<file path="src/rtl/chanReadPkg.sv">
package chanReadPkg;

  // Strobes from the control half to the datapath half.
  typedef struct packed {
    logic loadOut;   // capture the chain's merged data into the output register
  } rdStrobe_t;

endpackage

</file>
<file path="src/rtl/chanReadElem.sv">
// One link of the read chain: merges its own channel's result with the upstream result.
module chanReadElem #(
  parameter int DATA_W   = 16,
  parameter int SEL_W    = 3,
  parameter int IDX      = 0,
  parameter bit IS_FIRST = 1'b0
) (
  input  logic [SEL_W-1:0]  chanSel,
  input  logic              bcast,
  input  logic              upReady,
  input  logic [DATA_W-1:0] upData,
  input  logic              ownReady,
  input  logic [DATA_W-1:0] ownData,
  output logic              dnReady,
  output logic [DATA_W-1:0] dnData
);

  logic hit;
  assign hit = bcast || (chanSel == SEL_W'(IDX));

  generate
    if (IS_FIRST) begin : g_head
      // The head never merges with its predecessor when selected.
      always_comb begin
        dnReady = hit ? ownReady : upReady;
      end
    end else begin : g_body
      always_comb begin
        if (!hit)
          dnReady = upReady;
        else if (bcast)
          dnReady = ownReady & upReady;
        else
          dnReady = ownReady;
      end
    end
  endgenerate

  assign dnData = (hit ? ownData : '0) | upData;

endmodule

</file>
<file path="src/rtl/chanReadData.sv">
// Datapath: the element chain and the response data register.
module chanReadData
  import chanReadPkg::*;
#(
  parameter int NUM_CH = 4,
  parameter int DATA_W = 16,
  parameter int SEL_W  = 3
) (
  input  logic                     clk,
  input  logic                     rstN,
  input  logic [SEL_W-1:0]         chanSel,
  input  logic                     bcast,
  input  logic [NUM_CH-1:0]        xcvrReady,
  input  logic [NUM_CH*DATA_W-1:0] xcvrData,
  input  rdStrobe_t                strobe,
  output logic                     chainReady,
  output logic [DATA_W-1:0]        rdData
);

  logic              readyLink [NUM_CH+1];
  logic [DATA_W-1:0] dataLink  [NUM_CH+1];

  // Head of the chain: no valid predecessor.
  assign readyLink[0] = 1'b0;
  assign dataLink[0]  = '0;

  genvar gi;
  generate
    for (gi = 0; gi < NUM_CH; gi++) begin : g_link
      chanReadElem #(
        .DATA_W  (DATA_W),
        .SEL_W   (SEL_W),
        .IDX     (gi),
        .IS_FIRST(gi == 0)
      ) u_elem (
        .chanSel (chanSel),
        .bcast   (bcast),
        .upReady (readyLink[gi]),
        .upData  (dataLink[gi]),
        .ownReady(xcvrReady[gi]),
        .ownData (xcvrData[gi*DATA_W +: DATA_W]),
        .dnReady (readyLink[gi+1]),
        .dnData  (dataLink[gi+1])
      );
    end
  endgenerate

  assign chainReady = readyLink[NUM_CH];

  always_ff @(posedge clk) begin
    if (!rstN)
      rdData <= '0;
    else if (strobe.loadOut)
      rdData <= dataLink[NUM_CH];
  end

endmodule

</file>
<file path="src/rtl/chanReadCtrl.sv">
// Control: turns the chain's ready level into a one-shot response and re-arms on selection change.
module chanReadCtrl
  import chanReadPkg::*;
#(
  parameter int SEL_W = 3
) (
  input  logic             clk,
  input  logic             rstN,
  input  logic [SEL_W-1:0] chanSel,
  input  logic             bcast,
  input  logic             chainReady,
  output rdStrobe_t        strobe,
  output logic             rdReady
);

  localparam int KEY_W = SEL_W + 1;

  logic [KEY_W-1:0] curKey;
  logic [KEY_W-1:0] lastKey;
  logic             prevReady;
  logic             keyChanged;
  logic             fire;

  assign curKey     = {bcast, chanSel};
  assign keyChanged = (curKey != lastKey);
  assign fire       = chainReady && (!prevReady || keyChanged);

  always_comb begin
    strobe         = '0;
    strobe.loadOut = fire;
  end

  always_ff @(posedge clk) begin
    if (!rstN) begin
      lastKey   <= '0;
      prevReady <= 1'b0;
      rdReady   <= 1'b0;
    end else begin
      lastKey   <= curKey;
      prevReady <= chainReady;
      rdReady   <= fire;
    end
  end

endmodule

</file>
<file path="src/rtl/chanReadChain.sv">
// Top: chained channel read-ready combiner.
module chanReadChain
  import chanReadPkg::*;
#(
  parameter  int NUM_CH = 4,
  parameter  int DATA_W = 16,
  localparam int SEL_W  = $clog2(NUM_CH) + 1
) (
  input  logic                     clk,
  input  logic                     rstN,
  input  logic [SEL_W-1:0]         chanSel,
  input  logic                     bcast,
  input  logic [NUM_CH-1:0]        xcvrReady,
  input  logic [NUM_CH*DATA_W-1:0] xcvrData,
  output logic                     rdReady,
  output logic [DATA_W-1:0]        rdData
);

  rdStrobe_t strobe;
  logic      chainReady;

  chanReadData #(
    .NUM_CH(NUM_CH),
    .DATA_W(DATA_W),
    .SEL_W (SEL_W)
  ) u_data (
    .clk       (clk),
    .rstN      (rstN),
    .chanSel   (chanSel),
    .bcast     (bcast),
    .xcvrReady (xcvrReady),
    .xcvrData  (xcvrData),
    .strobe    (strobe),
    .chainReady(chainReady),
    .rdData    (rdData)
  );

  chanReadCtrl #(
    .SEL_W(SEL_W)
  ) u_ctrl (
    .clk       (clk),
    .rstN      (rstN),
    .chanSel   (chanSel),
    .bcast     (bcast),
    .chainReady(chainReady),
    .strobe    (strobe),
    .rdReady   (rdReady)
  );

endmodule

</file>
<file path="config.mk">
export PLATFORM = sky130hd
export DESIGN_NAME = chanReadChain
export DESIGN_NICKNAME = d
export VERILOG_FILES = /design/src/rtl/chanReadPkg.sv /design/src/rtl/chanReadElem.sv /design/src/rtl/chanReadData.sv /design/src/rtl/chanReadCtrl.sv /design/src/rtl/chanReadChain.sv
export SDC_FILE = /design/constraint.sdc
export NUM_CORES = 1
export LEC_CHECK = 0
export BUFFER_PORTS_ARGS = -buffer_cell sky130_fd_sc_hd__buf_2
export CAP_MARGIN = 20
export CORE_ASPECT_RATIO = 0.6
export CORE_MARGIN = 3
export CORE_UTILIZATION = 30
export CTS_BUF_LIST = sky130_fd_sc_hd__clkbuf_16
export DETAILED_ROUTE_END_ITERATION = 10
export SLEW_MARGIN = 10
export SYNTH_ARGS = -nofsm -noshare
export SYNTH_HDL_FRONTEND = slang
export SYNTH_SLANG_ARGS = --single-unit
export TNS_END_PERCENT = 10
</file>
<file path="constraint.sdc">
create_clock -name clk -period 1.6 [get_ports clk]
set_input_delay 0.16 -clock clk [delete_from_list [all_inputs] [get_ports clk]]
set_output_delay 0.16 -clock clk [all_outputs]
set_load 0.005 [all_outputs]
</file>
# == Word-level counts from Yosys, hierarchy flattened ==
# Index checks and enable logic that the tools add are counted.
# word_totals
out_inout_bits,17
ff_bits,22
in_bits,74
# classes
n_reduce_logical,8
bitwise_logic,6
n_eq_ne,4
mux,11
# op_table
cell,n
16-bit two-way mux,4
16-bit OR,3
1-bit two-way mux,7
"3-bit by 2-bit == test with 1-bit output, second input constant",2
1-bit logical OR,5
4-bit inequality test,1
1-bit AND,3
"3-bit by 1-bit == test with 1-bit output, second input constant",1
3-bit zero test,1
1-bit logical AND,1
1-bit zero test,1

# == Logic depth before layout (Yosys ltp) ==
# logic_depth
depth_word,13
mapped_depth,8

# == Hierarchy ==
# Synthesis repeated with hierarchy kept, for this count alone.
# unflattened
cells_unflattened,163
area_unflattened_um2,1609.0
# modules_own_cells
mod,cells_per_inst,area_per_inst_um2,n_inst
chanReadData,52,619.3,1
chanReadElem at u_data.g_link[1].u_elem ...,23,187.7,2
chanReadCtrl,21,244.0,1
chanReadElem at u_data.g_link[3].u_elem,23,197.7,1
chanReadElem at u_data.g_link[0].u_elem,21,172.7,1

# == Least setup slack after synthesis ==
# No wires, ideal clock.
# synth_timing
kind,input port to flip-flop
from,in chanSel[2]
to,reg u_data.rdData[6]
path_stages,7
setup_ns,0.116
path_buffers,3
arrival_ns,1.515
setup_slack_ns,-0.031
path_cell_list,buf_2 -> or3_1 -> a222oi_1 -> buf_4 -> buf_6 -> a21oi_1 -> a41o_1
# synth_between
elab_chain_cells,13
# synth_rtl
element,line,text
start: declaration,chanReadChain.sv:11,"input logic [SEL_W-1:0] chanSel,"
3-bit zero test,chanReadElem.sv:19,assign hit = bcast || (chanSel == SEL_W'(IDX));
1-bit logical OR,chanReadElem.sv:19,
1-bit two-way mux,chanReadElem.sv:25,dnReady = hit ? ownReady : upReady;
1-bit AND,chanReadElem.sv:32,dnReady = ownReady & upReady;
1-bit two-way mux,chanReadElem.sv:31,else if (bcast)
1-bit two-way mux,chanReadElem.sv:29,if (!hit)
1-bit AND,chanReadElem.sv:32,
1-bit two-way mux,chanReadElem.sv:31,
1-bit two-way mux,chanReadElem.sv:29,
1-bit AND,chanReadElem.sv:32,
1-bit two-way mux,chanReadElem.sv:31,
1-bit two-way mux,chanReadElem.sv:29,
1-bit logical AND,chanReadCtrl.sv:26,assign fire = chainReady && (!prevReady || keyChanged);
end signal: assignment,chanReadData.sv:54,rdData <= dataLink[NUM_CH];
end: declaration,chanReadData.sv:17,output logic [DATA_W-1:0] rdData
# Several ways; a longest one is shown, not always the timed one.
# A chain may end at the register's enable or synchronous reset.

# == Final worst setup path ==
# layout_timing
from,in chanSel[0]
to,reg u_data.rdData[6]
# The elaborated chain is that of the path after synthesis.

==> run_results.csv <==
group,metric,value,unit
global_route,grt_max_degree,39,
logic_synthesis,synth_area,1650,um2
die,dieArea,6456,um2
logic_synthesis,avgSynthCellArea,8.377,um2
sta,setup_violations,0,
die,die_w,101.8,um
logic_synthesis,synth.top_cell.area_share,26.69,%
sta,clock_skew,0.002879,ns
finish,nNetsFinal,363,
logic_synthesis,synth_seq_area_share,26.69,%
finish,layout-drive-gt1-share,39.93,%
logic_synthesis,ys_ff_latch,22,
power,irDropWorstVdd,0.3656,mV
drt,via_count,1963,
drt,drt_iter0_drc,109,
sta,tightest_slew,0.5810,ns
power,cellPowerDensity,691.3,nW/um2
drt,antenna_left,0,
run_status,outcome,"finished, final reports clean",
power,leakagePower,1.202,nW
clocking,cts_hold_buf,0,
place,port_buffers,90,
logic_synthesis,syn_nets,271,
die,core_area,5180,um2
power,p_total,0.001601,W
sta,final.setup.tns,0,ns
global_route,grt_pass1_wl,8776,um
critical_path,worstPathMaxFanout,17,
critical_path,arrival,1.67,ns
global_route,first_global_vias,1798,
logic_synthesis,syn-instance-count,197,
sta,slew_viol_final,0,
clocking,numCtsBuffers,3,
global_route,antenna_found_initial,0,
sta,slew_headroom,61.27,%
critical_path,crit_type,"in2reg",
critical_path,cpPeakStageDelay,0.34,ns
critical_path,cpMostUsedCell,"a21oi_1",
drt,totalWireLength,5649,um
logic_synthesis,yosys_warnings,0,
die,die_y,63.45,um
die,initial_core_util,31.86,%
sta,max_freq,0.6593,GHz
clocking,clkSlewWorstSetupHoldPaths,0.06,ns
finish,diodes,0,
die,pin_count,91,
global_route,track_usage,16.87,%
critical_path,critical_path.cell_chain,"buf_2, a21oi_1, or3_1, a222oi_1, buf_4, clkbuf_8, a21oi_1, a41o_1",
hold_path,hold_class,"in2reg",
logic_synthesis,synth_top_cells_by_area,"dfxtp_1 27%, mux2i_1 10%, a41o_1 9.7%, a221o_1 9.1%, o31a_1 8.0%",
logic_synthesis,async_reset_ff_share,0,%
sta,min_period,1.517,ns
critical_path,crit_path_start_kind,"input pin",
drt,wl_per_cell,15.96,um
logic_synthesis,synth_top_area_cell,"dfxtp_1",
clocking,clk_latency,0.25,ns
critical_path,required,1.75,ns
global_route,overflow,0,
run,max-cap-violations,0,
logic_synthesis,synthDistinctLibCells,30,
die,std_cell_rows,20,
clocking,clock-sinks,22,
clocking,root_buffer,"clkbuf_16",
drt,drc_errors,0,
drt,first_pass_iters,4,
logic_synthesis,synth_edf_count,0,
place,finalWeightedCongestion,0.8203,
sta,rsz0062_at_grt,"no",
drt,via_per_inst,5.545,
finish,area_growth,40.33,%
clocking,htree_levels,1,
sta,finalHoldViolCount,0,
sta,fin_crit_sh,94.80,%
critical_path,critical-path-slowest-cell,"a222oi_1",
clocking,cts.path.max_buffers,2,
critical_path,end_kind,"register",
clocking,cts_tree,"done",
place,hpwlAfterDp,4230,um
logic_synthesis,synthFlopType,"dfxtp_1",
## metrics by stage
step	std cells	hold slack [ns]	utilization, %	area [um2]	setup slack [ns]
floorplan	197	0.3926	-	1657	0.001887
global placement	348	0.5425	42.78	2216	-0.2109
CTS	352	0.3025	44.30	2295	0.04296
global route	354	0.3279	44.71	2316	0.01211
finish	354	0.3087	44.71	2316	0.08314
detailed placement	348	0.5483	42.78	2216	-0.2284
## power by group
part           leakage (nW)  switching (W)  internal, W
Combinational         0.983       0.000228     0.000238
Clock                0.0385       0.000197     0.000333
Sequential            0.180      0.0000183     0.000586
## registers in the layout, indices dropped and copies added (netlist names)
name and count:
u_data.rdData 16, u_ctrl.prevReady 1, u_ctrl.lastKey 4, u_ctrl.rdReady 1
## synthesized netlist by cell type (3+ instances only)
library cell  number
mux2i_1           17
and2_1             5
o21ai_0           15
dfxtp_1           22
buf_2              5
clkbuf_1          13
a21oi_1           17
nand3_1           16
a221o_1           15
buf_4              3
xor2_1             3
o31a_1            15
a41o_1            16
nand2_1           17
## worst paths after layout
path,from,end,slack [ns],cells after the start
worst max-delay path,chanSel[0],u_data.rdData[6]$_SDFFE_PN0P_,0.08,8
worst min-delay path,xcvrData[43],u_data.rdData[11]$_SDFFE_PN0P_,0.31,3
worst max register to register,u_ctrl.lastKey[2]$_SDFF_PN0_,u_data.rdData[6]$_SDFFE_PN0P_,0.27,5
worst min register to register,u_data.rdData[11]$_SDFFE_PN0P_,u_data.rdData[11]$_SDFFE_PN0P_,0.60,3
## per-layer routing
metal	part of all wire (%)	track usage, %	vias up
met5	0	0	-
met4	0.32	2.488	0
met3	7.9	4.204	3
met2	41	24.35	90
met1	51	25.48	900
li1	-	-	970
## critical path, delay by kind of cell
kind	cells	cell delay (ns)
and+or+nand+nor	1	0.30
buffers and inverters	3	0.51
AOI/OAI and AO/OA	4	0.69
## placed cells by master (no fill, tap or decap), drive strengths merged, types with 2 or more instances in the layout
| cell | n |
|---|---|
| buf | 109 |
| dfxtp | 22 |
| a21oi | 17 |
| mux2i | 17 |
| nand2 | 17 |
| nand3 | 16 |
| a41o | 16 |
| o21ai | 15 |
| o31a | 15 |
| a221o | 15 |
| and2 | 5 |
| clkbuf | 5 |
| xor2 | 3 |
| inv | 2 |
| nor4b | 2 |
## final cells by class
| type | instances | area, um2 |
|---|---|---|
| Clock buffer | 3 | 75.07 |
| Clock inverter | 1 | 3.754 |
| Sequential cell | 22 | 440.4 |
| Tap cell | 66 | 82.58 |
| Multi-Input combinational cell | 149 | 1080 |
| Inverter | 2 | 7.507 |
| Timing Repair Buffer | 111 | 626.9 |
| Fill cell | 535 | 2864 |
## cells by family after synthesis
group                  after synthesis  synth area share, %
AND/OR/NAND/NOR                     44                13.50
buffers and inverters               26                7.884
multiplexers                        17                10.31
flip-flops                          22                26.69
XOR/XNOR                             4                2.123
AO/OA/AOI/OAI                       84                39.50
## timing repair
item / 4_1_cts / 5_1_grt
endpoints found under the setup margin: 0 / 16
setup buffers: 0 / 1
gates resized for setup: 0 / 2
Note: power is estimated with default switching activity, not from simulation.
